## src/rtl/mbox_pkg.sv

```systemverilog
package mbox_pkg;
  // Index of each mailbox in the latch array
  localparam int unsigned MB_DOWN = 0;  // host -> co-processor
  localparam int unsigned MB_UP   = 1;  // co-processor -> host
  localparam int unsigned MB_NUM  = 2;
endpackage

```

## src/rtl/mbox_latch.sv

```systemverilog
module mbox_latch #(
  parameter int unsigned DW = 8
) (
  input  logic          clk,
  input  logic          rst_n,
  input  logic          wr_en,
  input  logic          rd_en,
  input  logic [DW-1:0] wdata,
  output logic [DW-1:0] data,
  output logic          pending
);
  logic [DW-1:0] data_nxt;
  logic          pend_nxt;

  // Next state: a write wins over a simultaneous read
  always_comb begin
    data_nxt = data;
    pend_nxt = pending;
    if (rd_en) pend_nxt = 1'b0;
    if (wr_en) begin
      data_nxt = wdata;
      pend_nxt = 1'b1;
    end
  end

  always_ff @(posedge clk or negedge rst_n) begin
    if (!rst_n) begin
      data    <= '0;
      pending <= 1'b0;
    end else begin
      data    <= data_nxt;
      pending <= pend_nxt;
    end
  end


  wr_set_chk: assert property (@(posedge clk) disable iff (!rst_n)
    wr_en |=> (pending && data == $past(wdata)));

  rd_clr_chk: assert property (@(posedge clk) disable iff (!rst_n)
    (rd_en && !wr_en) |=> (!pending && $stable(data)));

  idle_hold_chk: assert property (@(posedge clk) disable iff (!rst_n)
    (!rd_en && !wr_en) |=> ($stable(pending) && $stable(data)));
endmodule

```

## src/rtl/mbox_cop_decode.sv

```systemverilog
module mbox_cop_decode #(
  parameter int unsigned AW       = 16,
  parameter int unsigned IGN_BITS = 8,
  parameter logic [AW-IGN_BITS-1:0] WIN_TAG = 8'h7F
) (
  input  logic [AW-1:0] addr,
  input  logic          rd,
  input  logic          wr,
  output logic          rd_hit,
  output logic          wr_hit
);
  localparam int unsigned TAG_W = AW - IGN_BITS;

  logic [TAG_W-1:0] tag;
  logic             in_win;

  always_comb begin
    tag    = addr[AW-1:IGN_BITS];
    in_win = (tag == WIN_TAG);
    rd_hit = rd & in_win;
    wr_hit = wr & in_win;
  end
endmodule

```

## src/rtl/mbox_host_decode.sv

```systemverilog
module mbox_host_decode (
  input  logic sel_n,
  input  logic rd,
  input  logic wr,
  output logic rd_hit,
  output logic wr_hit
);
  always_comb begin
    rd_hit = ~sel_n & rd;
    wr_hit = ~sel_n & wr;
  end
endmodule

```

## src/rtl/mbox_pair.sv

```systemverilog
module mbox_pair
  import mbox_pkg::*;
#(
  parameter int unsigned DW       = 8,
  parameter int unsigned AW       = 16,
  parameter int unsigned IGN_BITS = 8,
  parameter logic [AW-IGN_BITS-1:0] WIN_TAG = 8'h7F
) (
  input  logic          clk,
  input  logic          rst_n,
  input  logic          host_sel_n,
  input  logic          host_rd,
  input  logic          host_wr,
  input  logic [DW-1:0] host_wdata,
  output logic [DW-1:0] host_rdata,
  output logic          host_irq,
  input  logic [AW-1:0] cop_addr,
  input  logic          cop_rd,
  input  logic          cop_wr,
  input  logic [DW-1:0] cop_wdata,
  output logic [DW-1:0] cop_rdata,
  output logic          cop_nmi_n
);
  logic          h_rd, h_wr, c_rd, c_wr;
  logic [MB_NUM-1:0]   mb_wr, mb_rd, mb_pend;
  logic [DW-1:0]       mb_wdata [MB_NUM];
  logic [DW-1:0]       mb_data  [MB_NUM];

  mbox_host_decode u_hdec (
    .sel_n (host_sel_n), .rd (host_rd), .wr (host_wr),
    .rd_hit(h_rd), .wr_hit(h_wr)
  );

  mbox_cop_decode #(.AW(AW), .IGN_BITS(IGN_BITS), .WIN_TAG(WIN_TAG)) u_cdec (
    .addr(cop_addr), .rd(cop_rd), .wr(cop_wr),
    .rd_hit(c_rd), .wr_hit(c_wr)
  );

  // Cross-coupled routing: each side writes one mailbox and reads the other
  always_comb begin
    mb_wr[MB_DOWN]    = h_wr;
    mb_rd[MB_DOWN]    = c_rd;
    mb_wdata[MB_DOWN] = host_wdata;
    mb_wr[MB_UP]      = c_wr;
    mb_rd[MB_UP]      = h_rd;
    mb_wdata[MB_UP]   = cop_wdata;
  end

  for (genvar i = 0; i < MB_NUM; i++) begin : g_mb
    mbox_latch #(.DW(DW)) u_latch (
      .clk(clk), .rst_n(rst_n),
      .wr_en(mb_wr[i]), .rd_en(mb_rd[i]), .wdata(mb_wdata[i]),
      .data(mb_data[i]), .pending(mb_pend[i])
    );
  end

  always_comb begin
    host_rdata = h_rd ? mb_data[MB_UP]   : '0;
    cop_rdata  = c_rd ? mb_data[MB_DOWN] : '0;
    host_irq   = mb_pend[MB_UP];
    cop_nmi_n  = ~mb_pend[MB_DOWN];
  end


  irq_src_chk: assert property (@(posedge clk) disable iff (!rst_n)
    $rose(host_irq) |-> $past(cop_wr && cop_addr[AW-1:IGN_BITS] == WIN_TAG));

  nmi_src_chk: assert property (@(posedge clk) disable iff (!rst_n)
    $fell(cop_nmi_n) |-> $past(!host_sel_n && host_wr));
endmodule

```

## config.mk

```make
export PLATFORM = sky130hd
export DESIGN_NAME = mbox_pair
export DESIGN_NICKNAME = d
export VERILOG_FILES = /design/src/rtl/mbox_pkg.sv /design/src/rtl/mbox_latch.sv /design/src/rtl/mbox_cop_decode.sv /design/src/rtl/mbox_host_decode.sv /design/src/rtl/mbox_pair.sv
export SDC_FILE = /design/constraint.sdc
export NUM_CORES = 1
export LEC_CHECK = 0
export BUFFER_PORTS_ARGS = -buffer_cell sky130_fd_sc_hd__buf_2
export CAP_MARGIN = 5
export CORE_ASPECT_RATIO = 0.9
export CORE_MARGIN = 4
export CORE_UTILIZATION = 30
export CTS_CLUSTER_SIZE = 8
export DETAILED_ROUTE_END_ITERATION = 8
export PLACE_DENSITY = 0.63
export SLEW_MARGIN = 10
export SYNTH_ARGS = -nofsm -noshare
export SYNTH_HDL_FRONTEND = slang
export SYNTH_SLANG_ARGS = --single-unit
```

## constraint.sdc

```tcl
create_clock -name clk -period 1.8 [get_ports clk]
set_clock_uncertainty 0.1 [all_clocks]
set_input_delay 0.18 -clock clk [delete_from_list [all_inputs] [get_ports clk]]
set_output_delay 0.18 -clock clk [all_outputs]
set_load 0.005 [all_outputs]
```

; After elaboration in Yosys (flattened, before gate mapping)
; Cells that the tools add are included.
[word_totals]
out_inout_bits = 18
reg_bits = 18
word_cells = 19
input_bits = 39
[op_classes]
bitwise_logic = 6
mux = 6
n_reduce_logical = 2
n_eq_ne = 1
[op_table]
columns = operator, n
row1 = 8-bit 2-to-1 mux, 2
row2 = 8-bit by 7-bit equality test with 1-bit output (second input constant), 1
row3 = 1-bit AND, 4
row4 = 1-bit 2-to-1 mux, 4
row5 = 2-bit nonzero test, 2
row6 = 1-bit NOT, 2

; Depth between registers and ports, before layout
; Gate-level depths: netlist of run 1.
[logic_depth]
ltp_word = 4
depth_mapped = 3
ltp_nobuf = 3

; Hierarchy
; From an unflattened synthesis of run 1, not the netlist that was laid out.
[unflattened]
cells_unflattened = 65
hier_area_um2 = 887.1
[modules_own_cells]
columns = module, instances, seq_area_each_um2, area_each_um2, cells_per_inst
row1 = mbox_latch, 2, 225.2, 369.1, 20
row2 = mbox_pair, 1, 0.0, 103.8, 17
row3 = mbox_cop_decode, 1, 0.0, 32.5, 6
row4 = mbox_host_decode, 1, 0.0, 12.5, 2

; Worst setup path after synthesis of run 1
; Ideal clock, no wire load.
[synth_path]
path_kind = input port to flip-flop
start = input cop_addr[15]
end = register g_mb[1].u_latch.data[0]
path_slack_ps = 519
setup_ps = 125
stages = 3
required_ps = 1575
path_buffers = 0
t_arrival_ps = 1057
path_cell_list = nand4b_4 -> nor3_4 -> mux2_2
[synth_via]
elab_chain_len = 2
[synth_rtl]
columns = item, line_no
row1 = start: declaration, mbox_pair.sv:17  ; input logic [AW-1:0] cop_addr,
row2 = 8-bit by 7-bit equality test with 1-bit output, mbox_cop_decode.sv:19  ; in_win = (tag == WIN_TAG);
row3 = 1-bit AND, mbox_cop_decode.sv:21  ; wr_hit = wr & in_win;
row4 = end signal: assignment, mbox_latch.sv:31  ; data <= data_nxt;
row5 = end: declaration, mbox_latch.sv:9  ; output logic [DW-1:0] data,
; No other way between the ends.
; A chain may end at the register's enable or synchronous reset.

; Final worst setup path of run 1
[layout_path]
start = input cop_addr[15]
end = output cop_rdata[6]
[layout_via]
elab_chain_len = 3
[layout_rtl]
columns = item, line_no
row1 = 8-bit by 7-bit equality test with 1-bit output, mbox_cop_decode.sv:19
row2 = 1-bit AND, mbox_cop_decode.sv:20  ; rd_hit = rd & in_win;
row3 = 8-bit 2-to-1 mux, mbox_pair.sv:59  ; cop_rdata = c_rd ? mb_data[MB_DOWN] : '0;
row4 = end: declaration, mbox_pair.sv:21  ; output logic [DW-1:0] cop_rdata,
; No other way between the ends.

==> flow_metrics.py, run 1 <==
metrics = {
    "run_status": {
        "status": "complete, no violations",
    },
    "die": {
        "pin_count": 57,
        "die_w_um": 63.64,
        "fp.dieArea_um2": 3696,
        "fp.dieH_um": 58.08,
        "fp-row-count": 17,
        "core_um2": 2552,
        "start_util_pct": 32.75,
    },
    "setup_path": {
        "crit_required_ps": 1520,
        "critPathCapture": "cop_rdata[6]",
        "reg2reg_to": "g_mb[0].u_latch.data[3]",
        "cp.arrival_ps": 1150,
        "cp-start-kind": "primary input",
        "crit_start": "cop_addr[15]",
        "reg2reg_setup_slack_ps": 950,
        "crit_type": "in -> out",
        "end_kind": "primary output",
        "r2r_cells": 1,
        "r2r_start": "g_mb[0].u_latch.data[3]",
        "path_max_fanout": 9,
    },
    "sta": {
        "finalHoldViolCount": 0,
        "fmax_mhz": 697.5,
        "finalCriticalPeriod_ps": 1434,
        "min_period_over_period_pct": 79.65,
        "worstMarginPinSlew_ps": 448.7,
        "setup_slack_ps": 366.3,
        "tns_ps": 0,
        "slew_headroom_pct": 70.03,
        "rsz0062_at_grt": "false",
        "finalSetupViolCount": 0,
        "drv_slew": 0,
    },
    "global_routing": {
        "grt.total_usage_pct": 9.843,
        "grt_first_pass_wirelength_um": 2877,
        "globalRouteOverflowTotal": 0,
        "grt_max_degree": 19,
        "grt_pass1_vias": 639,
        "antenna_found_initial": 0,
    },
    "power_and_ir_drop": {
        "p_leak_nw": 0.6516,
        "ir_worst_vdd_v": 0.0002975,
        "power_density_nw_per_um2": 641.9,
    },
    "layout": {
        "final_common_cell": "buf_2",
        "design_area_um2": 1146,
        "fin_util_pct": 44.90,
        "diodes": 0,
        "area_growth_pct": 37.13,
        "mostFrequentLayoutCells": "buf_2, dfrtp_1, and2_1, mux2_2, inv_1",
        "nFillCells": 252,
        "final_nets": 156,
        "fin_cells": 143,
        "drive_gt1_share_pct": 62.61,
    },
    "clock_network": {
        "cts_num_sinks": 18,
        "htree_levels": 1,
        "root_buffer": "clkbuf_4",
        "hold_buffers": 1,
        "tritoncts": "done",
        "numCtsBuffers": 3,
        "clock_latency_ps": 280,
        "clock_path_buffers": 2,
        "cts-resized-gates": 0,
        "clk_pin_slew_ps": 90,
        "postCtsSetupBuffers": 0,
    },
    "synthesis": {
        "netlist_area_um2": 835.8,
        "syn_avg_cell_area_um2": 13.27,
        "synth_nets": 102,
        "synthCells": 63,
        "ys_types": 12,
        "ys_seq_area_share_pct": 53.89,
        "ys_warn_count": 0,
        "synth_seq_cells": 18,
    },
    "routing": {
        "vias_per_cell": 4.503,
        "routed_wl_um": 1768,
        "num_vias": 644,
        "wire_per_inst_um": 12.36,
        "drt-pass1-iter-count": 2,
        "route.met3.wl_um": 110,
        "remaining_drc_errors": 0,
        "met1Wirelength_um": 681,
        "highest_layer": "met4",
        "met2_length_um": 949,
        "first_iter_violations": 1,
        "ant_nets": 0,
    },
    "run": {
        "cap_violations": 0,
    },
    "placed_design": {
        "dp.cells": 139,
        "placed_cell_area_um2": 1114,
        "io_buffers": 48,
        "preCtsSetupSlack_ps": 285.9,
        "dp_hpwl_um": 1456,
        "gp_congestion": 0.6468,
    },
    "worst_hold_path": {
        "hp-class": "in -> reg",
    },
}
==> final cells by class <==
class	instances	area [um^2]	share of cell area [%]
multi-input combinational	40	365.4	31.88
inverter	4	15.01	1.310
sequential	18	450.4	39.30
timing repair buffer	50	257.7	22.49
tap	28	35.03	3.057
clock buffer	3	22.52	1.965
==> through the flow <==
stage,hold slack [ps],total power [mW]
2_1_floorplan,-215.6,0.5058
3_3_place_gp,26.10,0.5555
3_5_place_dp,31.72,0.5614
4_1_cts,14.84,0.7530
5_1_grt,8.371,0.7867
6_report,24.57,0.7356
==> flip-flops by register name, indices dropped and copies added, names as in the netlist <==
register	cells
g_mb.u_latch.data	16
g_mb.u_latch.pending	2
==> metal layers <==
layer  vias to the layer above  track usage [%]
met5                         -                0
li1                        317                -
met3                         2            2.132
met1                       306            10.44
met2                        19            18.15
met4                         0            5.538
==> worst max-delay path, stage by stage <==
cell and delay [ps]:
buf_2 100, nand4b_4 180, nor3_2 400, and2_1 190, buf_2 110
==> power breakdown <==
group / leakage (nW) / total [mW] / switching (mW) / internal, mW
combinational: 0.411 / 0.0983 / 0.0369 / 0.0614
sequential: 0.227 / 0.453 / 0.0140 / 0.439
clock: 0.0138 / 0.184 / 0.107 / 0.0774
total: 0.652 / 0.736 / 0.158 / 0.578
==> logic make-up (layout without fill, tap and decap cells) <==
logic type	Yosys count	count (layout)	share of synthesized area [%]
simple gates	22	22	20.21
flops	18	18	53.89
mux	16	16	21.56
buf+inv	5	57	2.394
compound gates	2	2	1.947
==> synthesized netlist by cell type <==
cell	number	area (um^2)
buf_2	1	5.000
dfrtp_1	18	450.4
nor2b_1	2	12.51
nand4b_4	1	23.77
mux2_2	16	180.2
nor3_2	1	10.01
nand4_1	1	6.260
and2_1	16	100.1
o21bai_1	1	7.510
inv_1	4	15.01
a21o_2	1	8.760
nor3_4	1	16.27
==> how the worst min path moves through the flow <==
| stage | start | end | slack, ps | cells past startpoint |
|---|---|---|---|---|
| 6_report | host_wdata[2] | g_mb[0].u_latch.data[2] | 20 | 2 |
| 4_1_cts | host_wdata[2] | g_mb[0].u_latch.data[2] | 10 | 2 |
| 2_1_floorplan | rst_n | g_mb[0].u_latch.data[0] | -220 | 0 |
| 3_5_place_dp | rst_n | g_mb[1].u_latch.data[2] | 30 | 1 |
| 5_1_grt | host_wdata[1] | g_mb[0].u_latch.data[1] | 8 | 2 |
| 3_3_place_gp | rst_n | g_mb[1].u_latch.data[7] | 30 | 1 |
Power figures use the tool's default switching activity.
==> run 2, diff against run 1 <==
--- a/config.mk
+++ b/config.mk
@@ -12,7 +12,7 @@
 export CORE_UTILIZATION = 30
 export CTS_CLUSTER_SIZE = 8
 export DETAILED_ROUTE_END_ITERATION = 8
-export PLACE_DENSITY = 0.63
+export PLACE_DENSITY = 0.65
 export SLEW_MARGIN = 10
 export SYNTH_ARGS = -nofsm -noshare
 export SYNTH_HDL_FRONTEND = slang
==> constraint.sdc (replaced) <==
create_clock -name clk -period 1.2 [get_ports clk]
set_clock_uncertainty 0.1 [all_clocks]
set_input_delay 0.12 -clock clk [delete_from_list [all_inputs] [get_ports clk]]
set_output_delay 0.12 -clock clk [all_outputs]
set_load 0.005 [all_outputs]
==> flow_metrics.py, run 2 (synthesis results as in run 1) <==
metrics = {
    "run_status": {
        "status": "finished, violations left",
        "violations": "negative setup slack",
    },
    "layout": {
        "largest_registers": "g_mb.u_latch.data (16), g_mb.u_latch.pending (2)",
        "largest_reg_flops": 16,
        "final_nets": 178,
        "max_flop_register": "g_mb.u_latch.data",
        "final_common_cell": "buf_2",
        "diodes": 0,
        "drive_gt1_share_pct": 65.22,
        "mostFrequentLayoutCells": "buf_2, dfrtp_1, dlygate4sd3_1",
        "area_growth_pct": 77.99,
        "nFillCells": 207,
    },
    "setup_path": {
        "cp-start-kind": "primary input",
        "crit_required_ps": 980,
        "path_max_fanout": 5,
        "reg2reg_to": "g_mb[1].u_latch.data[3]",
        "end_kind": "primary output",
        "r2r_cells": 1,
        "crit_start": "cop_addr[15]",
        "critPathCapture": "cop_rdata[4]",
        "reg2reg_setup_slack_ps": 330,
        "crit_type": "in -> out",
        "cp.arrival_ps": 990,
        "r2r_start": "g_mb[1].u_latch.data[3]",
    },
    "global_routing": {
        "globalRouteOverflowTotal": 0,
        "grt_pass1_vias": 811,
        "grt_use_met3_pct": 2.326,
        "grt.busiest_layer": "met2",
        "gr-usage-met1_pct": 15.64,
        "gr-usage-met2_pct": 23.51,
        "grt_max_degree": 19,
        "grt.total_usage_pct": 13.41,
        "antenna_found_initial": 0,
        "grt_first_pass_wirelength_um": 3774,
    },
    "die": {
        "start_util_pct": 32.75,
        "fp-row-count": 17,
        "pin_count": 57,
        "fp.dieArea_um2": 3696,
        "core_um2": 2552,
        "fp.dieH_um": 58.08,
        "die_w_um": 63.64,
    },
    "sta": {
        "rsz0062_at_grt": "true",
        "min_period_over_period_pct": 100.7,
        "setup_slack_ps": -8.092,
        "tns_ps": -30.17,
        "finalCriticalPeriod_ps": 1208,
        "worstMarginPinSlew_ps": 400.1,
        "finalSetupViolCount": 5,
        "fmax_mhz": 827.8,
        "drv_slew": 0,
        "slew_headroom_pct": 73.33,
        "hold_ws_ps": 109.1,
        "finalHoldViolCount": 0,
    },
    "routing": {
        "vias_per_cell": 4.536,
        "routed_wl_um": 2271,
        "first_iter_violations": 9,
        "ant_nets": 0,
        "remaining_drc_errors": 0,
        "wire_per_inst_um": 13.68,
        "drt-pass1-iter-count": 3,
        "num_vias": 753,
    },
    "clock_network": {
        "clock_latency_ps": 280,
        "clk_pin_slew_ps": 100,
        "root_buffer": "clkbuf_4",
        "numCtsBuffers": 3,
        "cts_num_sinks": 18,
        "htree_levels": 1,
        "tritoncts": "done",
        "clock_path_buffers": 2,
    },
    "placed_design": {
        "dp_hpwl_um": 1507,
        "gp_congestion": 0.6824,
        "io_buffers": 48,
        "preCtsSetupSlack_ps": -151.1,
    },
    "power_and_ir_drop": {
        "seq_power_share_pct": 54.8,
        "totalPowerFinal_mw": 1.248,
        "p_int_uw": 976.9,
        "power_switching_uw": 271.4,
        "switching_share_pct": 21.74,
        "pwr-share-comb_pct": 16.3,
        "power_density_nw_per_um2": 839.1,
        "ir_worst_vdd_v": 0.0004212,
        "p_leak_nw": 0.7898,
        "clock_power_share_pct": 28.9,
    },
    "worst_hold_path": {
        "hold_start": "host_sel_n",
        "hp-class": "in -> reg",
    },
    "run": {
        "cap_violations": 0,
    },
}
[run 2: cell count changes in the layout (fill, tap and decap cells not counted)]
cell,previous run,this run
and2_1,16,6
and2_4,0,10
buf_12,0,1
buf_2,48,37
buf_4,1,4
buf_6,0,13
clkbuf_8,0,1
dlygate4sd3_1,1,17
nor2b_1,2,1
nor2b_2,0,1
nor3_2,1,0
nor3_4,1,2
[run 2: final cells by class]
class / count / area (um^2) / share of cell area, %
repair buffers: 72 / 551.8 / 37.09
well taps: 28 / 35.03 / 2.355
flip-flops and latches: 18 / 450.4 / 30.28
inverters: 4 / 15.01 / 1.009
clock buffers: 4 / 36.28 / 2.439
multi-input cells: 40 / 399.1 / 26.83
[run 2: routing by layer]
| metal | up-vias | wire length (um) |
|---|---|---|
| li1 | 362 | - |
| met1 | 364 | 845 |
| met2 | 25 | 1279 |
| met3 | 2 | 119 |
| met4 | 0 | 27 |
| met5 | - | 0 |
[run 2: critical path, stage by stage]
cell	delay, ps
buf_6	90
nand4b_4	170
nor3_4	240
buf_6	150
and2_4	130
buf_6	80
[run 2: per-stage QoR]
step / utilization [%] / std cells / instance area, um^2
2_1_floorplan: - / 63 / 835.8
3_3_place_gp: 44.71 / 141 / 1141
3_5_place_dp: 44.71 / 141 / 1141
4_1_cts: 54.12 / 166 / 1381
5_1_grt: 58.28 / 166 / 1488
6_report: 58.28 / 166 / 1488
[run 2: worst min-delay path by stage]
stage / to / cells after the start
detailed placement: g_mb[1].u_latch.data[4] / 1
finish: g_mb[1].u_latch.pending / 4
floorplan: g_mb[0].u_latch.data[0] / 0
CTS: g_mb[1].u_latch.pending / 4
global route: g_mb[1].u_latch.pending / 4
global placement: g_mb[1].u_latch.data[6] / 1
[run 2: power groups by stage]
stage | logic, mW | registers [mW] | clock network, mW
3_3_place_gp | 0.144 | 0.689 | 0
3_5_place_dp | 0.151 | 0.694 | 0
2_1_floorplan | 0.0730 | 0.686 | 0
6_report | 0.203 | 0.685 | 0.361
4_1_cts | 0.198 | 0.681 | 0.383
5_1_grt | 0.224 | 0.693 | 0.416
[run 2: timing repair]
| action | in CTS | in global routing |
|---|---|---|
| gates cloned | 1 | 0 |
| hold buffers | 17 | 0 |
| pin swaps | 0 | 9 |
| endpoints found under the hold margin | 34 | 0 |
| resized for setup | 2 | 24 |
| setup buffers | 3 | 0 |
| endpoints found under the setup margin | 8 | 16 |
==> run 3, diff against run 2 <==
--- a/config.mk
+++ b/config.mk
@@ -9,10 +9,10 @@
 export CAP_MARGIN = 5
 export CORE_ASPECT_RATIO = 0.9
 export CORE_MARGIN = 4
-export CORE_UTILIZATION = 30
+export CORE_UTILIZATION = 36
 export CTS_CLUSTER_SIZE = 8
 export DETAILED_ROUTE_END_ITERATION = 8
-export PLACE_DENSITY = 0.65
+export PLACE_DENSITY = 0.76
 export SLEW_MARGIN = 10
 export SYNTH_ARGS = -nofsm -noshare
 export SYNTH_HDL_FRONTEND = slang
==> flow_metrics.py, run 3 (synthesis results as in run 1) <==
metrics = {
    "run_status": {
        "status": "finished, violations left",
        "violations": "negative setup slack",
    },
    "sta": {
        "drv_slew": 0,
        "worstMarginPinSlew_ps": 394.2,
        "setup_slack_ps": -43.14,
        "fmax_mhz": 804.4,
        "finalCriticalPeriod_ps": 1243,
        "slew_headroom_pct": 73.72,
        "rsz0062_at_grt": "true",
        "tns_ps": -281.7,
        "min_period_over_period_pct": 103.6,
        "finalSetupViolCount": 8,
        "finalHoldViolCount": 0,
    },
    "layout": {
        "final_nets": 182,
        "diodes": 0,
        "fin_cells": 169,
        "final_common_cell": "buf_2",
        "largest_reg_flops": 16,
        "max_flop_register": "g_mb.u_latch.data",
        "mostFrequentLayoutCells": "buf_2, dfrtp_1, dlygate4sd3_1",
        "drive_gt1_share_pct": 62.68,
        "design_area_um2": 1479,
        "largest_registers": "g_mb.u_latch.data (16), g_mb.u_latch.pending (2)",
        "area_growth_pct": 76.95,
        "nFillCells": 164,
    },
    "setup_path": {
        "crit_required_ps": 980,
        "r2r_start": "g_mb[1].u_latch.data[6]",
        "cp.arrival_ps": 1020,
        "crit_start": "cop_addr[15]",
        "max_stage_delay_ps": 260,
        "end_kind": "primary output",
        "path_common_cell": "buf_6",
        "slowest_stage": "nor3_4",
        "cp_cell_sequence": "buf_6 > nand4b_4 > nor3_4 > buf_6 > and2_1 > buf_2",
        "path_max_fanout": 5,
        "crit_type": "in -> out",
        "cp-start-kind": "primary input",
    },
    "routing": {
        "num_vias": 765,
        "wire_per_inst_um": 13.80,
        "first_iter_violations": 2,
        "routed_wl_um": 2332,
        "ant_nets": 0,
        "vias_per_cell": 4.527,
        "drt-pass1-iter-count": 2,
        "remaining_drc_errors": 0,
    },
    "placed_design": {
        "preCtsSetupSlack_ps": -149.5,
        "placed_cell_area_um2": 1170,
        "gp_congestion": 0.6335,
        "dp_hpwl_um": 1568,
        "io_buffers": 48,
        "dp.cells": 144,
    },
    "clock_network": {
        "numCtsBuffers": 3,
        "cts_num_sinks": 18,
        "clk_pin_slew_ps": 100,
        "htree_levels": 1,
        "root_buffer": "clkbuf_4",
        "clock_path_buffers": 2,
        "clock_latency_ps": 280,
        "tritoncts": "done",
    },
    "power_and_ir_drop": {
        "p_int_uw": 984.9,
        "switching_share_pct": 21.68,
        "pwr-share-comb_pct": 16.9,
        "p_leak_nw": 0.8052,
        "clock_power_share_pct": 28.5,
        "seq_power_share_pct": 54.6,
        "power_density_nw_per_um2": 850.3,
        "ir_worst_vdd_v": 0.0008276,
        "power_switching_uw": 272.6,
    },
    "die": {
        "core_um2": 2202,
        "fp-row-count": 16,
        "start_util_pct": 37.95,
        "fp.dieArea_um2": 3158,
        "fp.dieH_um": 53.71,
        "die_w_um": 58.79,
        "pin_count": 57,
    },
    "global_routing": {
        "grt.total_usage_pct": 15.44,
        "antenna_found_initial": 0,
        "grt_max_degree": 19,
        "grt_pass1_vias": 815,
        "globalRouteOverflowTotal": 0,
        "grt_first_pass_wirelength_um": 3484,
    },
    "worst_hold_path": {
        "hp-class": "in -> async",
    },
    "run": {
        "cap_violations": 0,
    },
}
## run 3: cell type report
type                       instances  area [um^2]  area share (%)
clock buffer                       4        36.28           2.453
inverter                           4        15.01           1.015
sequential                        18        450.4           30.46
multi-input combinational         40        386.6           26.14
timing repair buffer              76        556.8           37.65
tap                               27        33.78           2.284
## run 3: power groups by stage
| stage | registers [mW] | logic, mW | clock network [mW] |
|---|---|---|---|
| after detailed placement | 0.696 | 0.159 | 0 |
| final | 0.686 | 0.213 | 0.358 |
| after global placement | 0.689 | 0.151 | 0 |
| after floorplan | 0.686 | 0.0730 | 0 |
| after CTS | 0.684 | 0.204 | 0.376 |
| after global routing | 0.690 | 0.233 | 0.412 |
## run 3: critical path, delay by kind of cell
family,cells,cell delay (ps)
AND/OR/NAND/NOR,3,560
buffers and inverters,3,350
## run 3: worst paths after layout
| path | cells after the start | slack, ps | to |
|---|---|---|---|
| min reg2reg | 1 | 400 | g_mb[1].u_latch.pending |
| min in group clk | 5 | 210 | g_mb[1].u_latch.pending |
| min | 2 | 190 | g_mb[0].u_latch.data[6] |
| max | 6 | -40 | cop_rdata[3] |
| max reg2reg | 2 | 220 | g_mb[1].u_latch.data[6] |
| max in group asynchronous | 2 | 520 | g_mb[1].u_latch.data[7] |
## run 3: through the flow
step           total power [mW]  util, %  hold WS (ps)
6_report                  1.258    67.16         194.7
5_1_grt                   1.335    67.16         197.1
3_5_place_dp             0.8556    53.13        -37.14
4_1_cts                   1.265    63.86         175.1
2_1_floorplan            0.7588        -        -275.6
3_3_place_gp             0.8404    53.13        -35.31
## run 3: per-layer routing
layer  up-vias  wire (um)  GRT usage, %
met5         -          0             0
met1       360        828         15.12
met3         6        147         4.317
met4         0         63         6.792
met2        29       1293         30.15
li1        370          -             -
## run 3: what timing repair did
| item | CTS | global route |
|---|---|---|
| buffers inserted | 2 | 3 |
| pin swaps | 5 | 2 |
| gates resized for setup | 6 | 11 |
| setup endpoints to repair | 8 | 12 |
| hold buffers | 17 | 0 |
| gates cloned | 1 | 0 |
| hold endpoints to repair | 34 | 0 |
